## src/rtl/uart_os_rx_pkg.sv

```systemverilog
package uart_os_rx_pkg;

  typedef enum logic [2:0] {
    ST_IDLE,
    ST_START,
    ST_DATA,
    ST_PAR,
    ST_STOP
  } rx_state_e;

  // Clock cycles per sample tick, never below one.
  function automatic int unsigned tick_ratio(input int unsigned clk_hz,
                                             input int unsigned baud,
                                             input int unsigned os);
    int unsigned r;
    r = clk_hz / (baud * os);
    return (r < 1) ? 1 : r;
  endfunction

endpackage

```

## src/rtl/uart_os_rx_sync.sv

```systemverilog
module uart_os_rx_sync #(
  parameter int STAGES = 2
) (
  input  logic clk,
  input  logic rst_n,
  input  logic line_raw,
  output logic line_s,
  output logic fall
);
  logic [STAGES-1:0] chain;
  logic              prev_q;

  generate
    for (genvar g = 0; g < STAGES; g++) begin : g_stage
      if (g == 0) begin : g_first
        always_ff @(posedge clk or negedge rst_n) begin
          if (!rst_n) chain[0] <= 1'b1;
          else        chain[0] <= line_raw;
        end
      end else begin : g_next
        always_ff @(posedge clk or negedge rst_n) begin
          if (!rst_n) chain[g] <= 1'b1;
          else        chain[g] <= chain[g-1];
        end
      end
    end
  endgenerate

  always_ff @(posedge clk or negedge rst_n) begin
    if (!rst_n) prev_q <= 1'b1;
    else        prev_q <= chain[STAGES-1];
  end

  assign line_s = chain[STAGES-1];
  assign fall   = prev_q & ~chain[STAGES-1];
endmodule

```

## src/rtl/uart_os_rx_tick.sv

```systemverilog
module uart_os_rx_tick #(
  parameter int unsigned DIV = 10
) (
  input  logic clk,
  input  logic rst_n,
  input  logic restart,
  output logic tick
);
  localparam int unsigned CW   = $clog2(DIV + 1);
  localparam int unsigned HALF = (DIV > 1) ? DIV / 2 : 1;

  logic [CW-1:0] cnt;

  assign tick = (cnt == '0);

  always_ff @(posedge clk or negedge rst_n) begin
    if (!rst_n)        cnt <= CW'(DIV - 1);
    else if (restart)  cnt <= CW'(HALF - 1);   // first sample near mid-tick
    else if (tick)     cnt <= CW'(DIV - 1);
    else               cnt <= cnt - 1'b1;
  end
endmodule

```

## src/rtl/uart_os_rx_vote.sv

```systemverilog
module uart_os_rx_vote #(
  parameter int unsigned OS = 8
) (
  input  logic clk,
  input  logic rst_n,
  input  logic restart,
  input  logic tick,
  input  logic line_s,
  output logic bit_valid,
  output logic bit_val
);
  localparam int unsigned IW     = $clog2(OS);
  localparam int unsigned OW     = $clog2(OS + 1);
  localparam int unsigned THRESH = OS / 2;

  logic [IW-1:0] idx;
  logic [OW-1:0] ones;
  logic [OW-1:0] ones_nx;

  assign ones_nx = ones + OW'(line_s);

  always_ff @(posedge clk or negedge rst_n) begin
    if (!rst_n) begin
      idx       <= '0;
      ones      <= '0;
      bit_valid <= 1'b0;
      bit_val   <= 1'b1;
    end else begin
      bit_valid <= 1'b0;
      if (restart) begin
        idx  <= '0;
        ones <= '0;
      end else if (tick) begin
        if (idx == IW'(OS - 1)) begin
          idx       <= '0;
          ones      <= '0;
          bit_valid <= 1'b1;
          bit_val   <= (ones_nx >= OW'(THRESH));
        end else begin
          idx  <= idx + 1'b1;
          ones <= ones_nx;
        end
      end
    end
  end
endmodule

```

## src/rtl/uart_os_rx_frame.sv

```systemverilog
module uart_os_rx_frame
  import uart_os_rx_pkg::*;
#(
  parameter int DATA_BITS = 8,
  parameter bit PARITY_EN = 1'b0,
  parameter int STOP_BITS = 1
) (
  input  logic                 clk,
  input  logic                 rst_n,
  input  logic                 fall,
  input  logic                 bit_valid,
  input  logic                 bit_val,
  output logic [DATA_BITS-1:0] rx_data,
  output logic                 rx_valid,
  output logic                 rx_busy
);
  localparam int MAXC  = (DATA_BITS > STOP_BITS) ? DATA_BITS : STOP_BITS;
  localparam int CNT_W = $clog2(MAXC + 1);

  rx_state_e            state;
  logic [CNT_W-1:0]     cnt;
  logic [DATA_BITS-1:0] shreg;
  logic                 par_ok;
  rx_state_e            after_data;

  generate
    if (PARITY_EN) begin : g_par
      assign par_ok     = ~(^shreg ^ bit_val);
      assign after_data = ST_PAR;
    end else begin : g_nopar
      assign par_ok     = 1'b1;
      assign after_data = ST_STOP;
    end
  endgenerate

  assign rx_busy = (state != ST_IDLE);

  always_ff @(posedge clk or negedge rst_n) begin
    if (!rst_n) begin
      state    <= ST_IDLE;
      cnt      <= '0;
      shreg    <= '0;
      rx_data  <= '0;
      rx_valid <= 1'b0;
    end else begin
      rx_valid <= 1'b0;
      unique case (state)
        ST_IDLE: begin
          if (fall) state <= ST_START;
        end
        ST_START: begin
          if (bit_valid) begin
            cnt   <= '0;
            state <= bit_val ? ST_IDLE : ST_DATA;
          end
        end
        ST_DATA: begin
          if (bit_valid) begin
            shreg <= {bit_val, shreg[DATA_BITS-1:1]};
            if (cnt == CNT_W'(DATA_BITS - 1)) begin
              cnt   <= '0;
              state <= after_data;
            end else begin
              cnt <= cnt + 1'b1;
            end
          end
        end
        ST_PAR: begin
          if (bit_valid) state <= par_ok ? ST_STOP : ST_IDLE;
        end
        ST_STOP: begin
          if (bit_valid) begin
            if (!bit_val) begin
              state <= ST_IDLE;
            end else if (cnt == CNT_W'(STOP_BITS - 1)) begin
              state    <= ST_IDLE;
              rx_data  <= shreg;
              rx_valid <= 1'b1;
            end else begin
              cnt <= cnt + 1'b1;
            end
          end
        end
        default: state <= ST_IDLE;
      endcase
    end
  end
endmodule

```

## src/rtl/uart_os_rx.sv

```systemverilog
module uart_os_rx
  import uart_os_rx_pkg::*;
#(
  parameter int unsigned CLK_HZ      = 125_000_000,
  parameter int unsigned BAUD        = 9600,
  parameter int          DATA_BITS   = 8,
  parameter bit          PARITY_EN   = 1'b0,
  parameter int          STOP_BITS   = 1,
  parameter int          SYNC_STAGES = 2
) (
  input  logic                 clk,
  input  logic                 rst_n,
  input  logic                 rx_pin,
  output logic [DATA_BITS-1:0] rx_data,
  output logic                 rx_valid,
  output logic                 rx_busy
);
  localparam int unsigned OS  = 8;
  localparam int unsigned DIV = tick_ratio(CLK_HZ, BAUD, OS);

  logic line_s, fall, restart, tick, bit_valid, bit_val;

  assign restart = fall & ~rx_busy;

  uart_os_rx_sync #(.STAGES(SYNC_STAGES)) u_sync (
    .clk(clk), .rst_n(rst_n), .line_raw(rx_pin), .line_s(line_s), .fall(fall)
  );

  uart_os_rx_tick #(.DIV(DIV)) u_tick (
    .clk(clk), .rst_n(rst_n), .restart(restart), .tick(tick)
  );

  uart_os_rx_vote #(.OS(OS)) u_vote (
    .clk(clk), .rst_n(rst_n), .restart(restart), .tick(tick), .line_s(line_s),
    .bit_valid(bit_valid), .bit_val(bit_val)
  );

  uart_os_rx_frame #(
    .DATA_BITS(DATA_BITS), .PARITY_EN(PARITY_EN), .STOP_BITS(STOP_BITS)
  ) u_frame (
    .clk(clk), .rst_n(rst_n), .fall(fall), .bit_valid(bit_valid),
    .bit_val(bit_val), .rx_data(rx_data), .rx_valid(rx_valid), .rx_busy(rx_busy)
  );
endmodule

```

## config.mk

```make
export PLATFORM = sky130hd
export DESIGN_NAME = uart_os_rx
export DESIGN_NICKNAME = d
export VERILOG_FILES = /design/src/rtl/uart_os_rx_pkg.sv /design/src/rtl/uart_os_rx_sync.sv /design/src/rtl/uart_os_rx_tick.sv /design/src/rtl/uart_os_rx_vote.sv /design/src/rtl/uart_os_rx_frame.sv /design/src/rtl/uart_os_rx.sv
export SDC_FILE = /design/constraint.sdc
export NUM_CORES = 1
export LEC_CHECK = 0
export BUFFER_PORTS_ARGS = -buffer_cell sky130_fd_sc_hd__buf_2
export CAP_MARGIN = 20
export CORE_UTILIZATION = 60
export DETAILED_ROUTE_END_ITERATION = 16
export GPL_TIMING_DRIVEN = 0
export HOLD_SLACK_MARGIN = 0.08
export PLACE_DENSITY = 0.88
export SLEW_MARGIN = 20
export SYNTH_ARGS = -nofsm -noshare
export SYNTH_HDL_FRONTEND = slang
export SYNTH_SLANG_ARGS = --single-unit
```

## constraint.sdc

```tcl
create_clock -name clk -period 2.1 [get_ports clk]
set_input_delay 0.105 -clock clk [delete_from_list [all_inputs] [get_ports clk]]
set_output_delay 0.105 -clock clk [all_outputs]
set_load 0.05 [all_outputs]
```

==> impl_metrics.py <==
metrics = {
    "outcome": {
        "status": "completed",
    },
    "worst_setup_path": {
        "worstRegToRegCells": 6,
        "crit_arrival_ns": 2.23,
        "crit_required_ns": 2.34,
        "cpPeakStageDelay_ns": 0.40,
        "critPathKind": "register to register",
        "r2r-start": "u_frame.state[0]",
        "r2r_slack_ns": 0.12,
        "cp_slowest_cell": "or3_4",
        "cp_top_family": "simple AND/OR/NAND/NOR gates",
        "crit_fanout": 10,
        "crit_chain": "buf_6, or3_4, or3b_1, buf_2, and3_4, mux2_4",
        "path_buf_inv": 2,
        "r2r_end": "u_vote.bit_val",
        "start_kind": "register",
        "end_kind": "register",
    },
    "logic_synthesis": {
        "ys_seq_area_share_pct": 53.1,
        "synth_most_common_cell": "dfrtp_1",
        "synth_top_area_cell": "dfrtp_1",
        "synth_cells": 196,
        "syn_nets": 207,
        "synthArstFlopShare_pct": 100,
        "synth_area_um2": 2240,
        "synth_area_leaders": "dfrtp_1 41%, dfstp_2 12%, mux2_2 9.1%",
        "synth_edf_count": 0,
        "syn_avg_cell_area_um2": 11.4,
        "synth_top_flop_cell": "dfrtp_1",
        "synthDistinctLibCells": 44,
        "ys_seq_elements": 47,
        "yosys.area.top_type_share_pct": 41.4,
        "ys_top_cells_by_count": "37 x dfrtp_1, 18 x mux2_2, 15 x nand2_1",
        "yosysWarnings": 0,
    },
    "cells_and_area": {
        "fillers": 221,
        "final_layout_size_suffix_gt1_share_pct": 29.0,
        "num_antenna_cells": 0,
        "layout.nets": 227,
        "final_util_pct": 73.2,
        "seq_area_um2": 1190,
        "synthToLayoutAreaGrowth_pct": 12.6,
        "multi_input_area_um2": 1010,
    },
    "clock_tree": {
        "clkTransAtPathRegs_ns": 0.09,
        "cts_buffer_depth": 2,
        "cts.sinks": 47,
        "root_buffer": "clkbuf_8",
        "cts_max_level": 2,
        "numCtsBuffers": 5,
        "insertion_delay_ns": 0.30,
        "postCtsSetupRepairBufs": 0,
        "cts_tree": "built",
    },
    "drt": {
        "routed_wl_mm": 4.19,
        "vias": 1572,
        "drt_iter0_drc": 144,
        "wl_per_cell_um": 15.9,
        "viasPerCell": 5.98,
        "drtPass1Iterations": 4,
        "post-route-drc-count": 0,
        "antenna_left": 0,
    },
    "timing": {
        "setup_tns_ns": 0,
        "fmax_ghz": 0.504,
        "maxSlewHeadroom_pct": 60.0,
        "setup_viol": 0,
        "tightest_slew_ns": 0.597,
        "finalClockSkew_ns": 0.0114,
        "post-route-min-period_ns": 1.98,
        "fin_crit_sh_pct": 94.4,
        "rsz0062_at_grt": "no",
        "hold_violations": 0,
        "whs_ns": 0.337,
        "timing.final.max_slew_violations": 0,
    },
    "placed_design": {
        "io_buffers": 12,
        "gp_congestion": 0.816,
        "dp_hpwl_mm": 2.70,
    },
    "floorplan": {
        "io_pins": 13,
        "dieArea_um2": 3980,
        "core-area_um2": 3440,
        "start_util_pct": 65.0,
        "rows": 21,
        "die_h_um": 63.1,
        "chipWidth_um": 63.1,
    },
    "power": {
        "p_leak_nw": 1.14,
        "finalPower_w": 0.00230,
        "irDropWorstVdd_uv": 694,
        "power_density_nw_per_um2": 914,
    },
    "global_route": {
        "antenna_found_initial": 0,
        "grt_max_degree": 48,
        "grt_overflow": 0,
        "grt_pass1_vias": 1487,
        "grt_usage_pct": 22.8,
        "grt_pass1_wl_mm": 6.96,
    },
    "worst_hold_path": {
        "hold_class": "input port to async pin",
    },
    "flow_run": {
        "maxCapViolCount": 0,
    },
}
-- sequential cells by signal (all words and copies together) (netlist names), 3 cells and up --
name,flops
u_tick.cnt,11
u_frame.rx_data,8
u_frame.shreg,8
u_frame.cnt,4
u_vote.ones,4
u_frame.state,3
u_vote.idx,3
-- layout make-up --
cell class | count | share of cell area (%)
Timing Repair Buffer | 14 | 3.28
Clock buffer | 6 | 3.28
Buffer | 6 | 1.34
Sequential cell | 47 | 47.2
Multi-Input combinational cell | 136 | 40.2
Inverter | 6 | 0.894
Clock inverter | 2 | 1.54
Tap cell | 46 | 2.28
-- logic make-up after synthesis --
group	share of synthesized area, %
fa+ha+maj	4.47
compound gates	8.61
mux	10.2
simple gates	17.9
buf+inv	2.63
flops	53.1
xor+xnor	3.13
-- stage by stage --
step / worst slack (ns) / instances / area [µm²]
after global routing: 0.0371 / 263 / 2520
final: 0.117 / 263 / 2520
after global placement: 0.0351 / 254 / 2360
after CTS: 0.0520 / 263 / 2510
after floorplan: 0.0701 / 196 / 2240
after detailed placement: -0.0204 / 254 / 2360
-- report_power, final --
part	switching [W]	total, W	internal, W	leakage (nW)
registers	0.000135	0.00117	0.00104	0.605
logic	0.000255	0.000435	0.000180	0.475
clock network	0.000306	0.000698	0.000391	0.0618
-- cell usage in the layout, fill, tap and decap left out, types with 2 or more instances in the layout --
cell type,netlist,layout
dfstp_2,10,10
a21oi_1,13,13
clkbuf_1,4,2
dfrtp_1,37,37
a211o_1,2,2
nand4_1,3,3
nor4_1,4,2
nand4b_1,3,3
nand2_1,15,15
or4_1,2,2
nor3b_1,2,2
nor4_2,0,2
xnor2_1,7,7
nor2_1,13,13
buf_2,2,13
o31ai_1,3,3
nand3_1,5,5
inv_1,6,6
nand2b_1,2,2
nor3_1,3,3
nand3b_1,4,4
a21o_1,2,2
o21ai_0,4,4
dlygate4sd3_1,0,2
a31oi_1,3,3
ha_1,8,8
mux2_2,18,18
or3_1,2,2
clkbuf_8,0,6
-- worst max path at each step --
stage	start	end	depth (start not counted)
2_1_floorplan	u_frame.state[0]	u_vote.bit_val	6
3_3_place_gp	u_tick.cnt[2]	u_vote.bit_val	5
3_5_place_dp	u_tick.cnt[5]	u_vote.bit_val	5
4_1_cts	u_frame.cnt[0]	u_frame.rx_data[1]	5
5_1_grt	u_tick.cnt[2]	u_vote.ones[2]	4
6_report	u_frame.state[0]	u_vote.bit_val	6
-- routing by layer --
metal	share of wire [%]	track usage (%)	vias to the layer above
met2	48	36.2	45
met5	0	0	-
met1	47	30.7	763
met3	4.0	5.43	9
met4	1.7	7.85	0
li1	-	-	755
-- timing repair --
action / 4_1_cts / 5_1_grt
pin swaps: 0 / 0
setup endpoints to repair: 2 / 15
hold buffers: 2 / 0
gates resized for setup: 2 / 5
hold endpoints to repair: 38 / 0
Note: power is estimated with default switching activity, not from simulation.
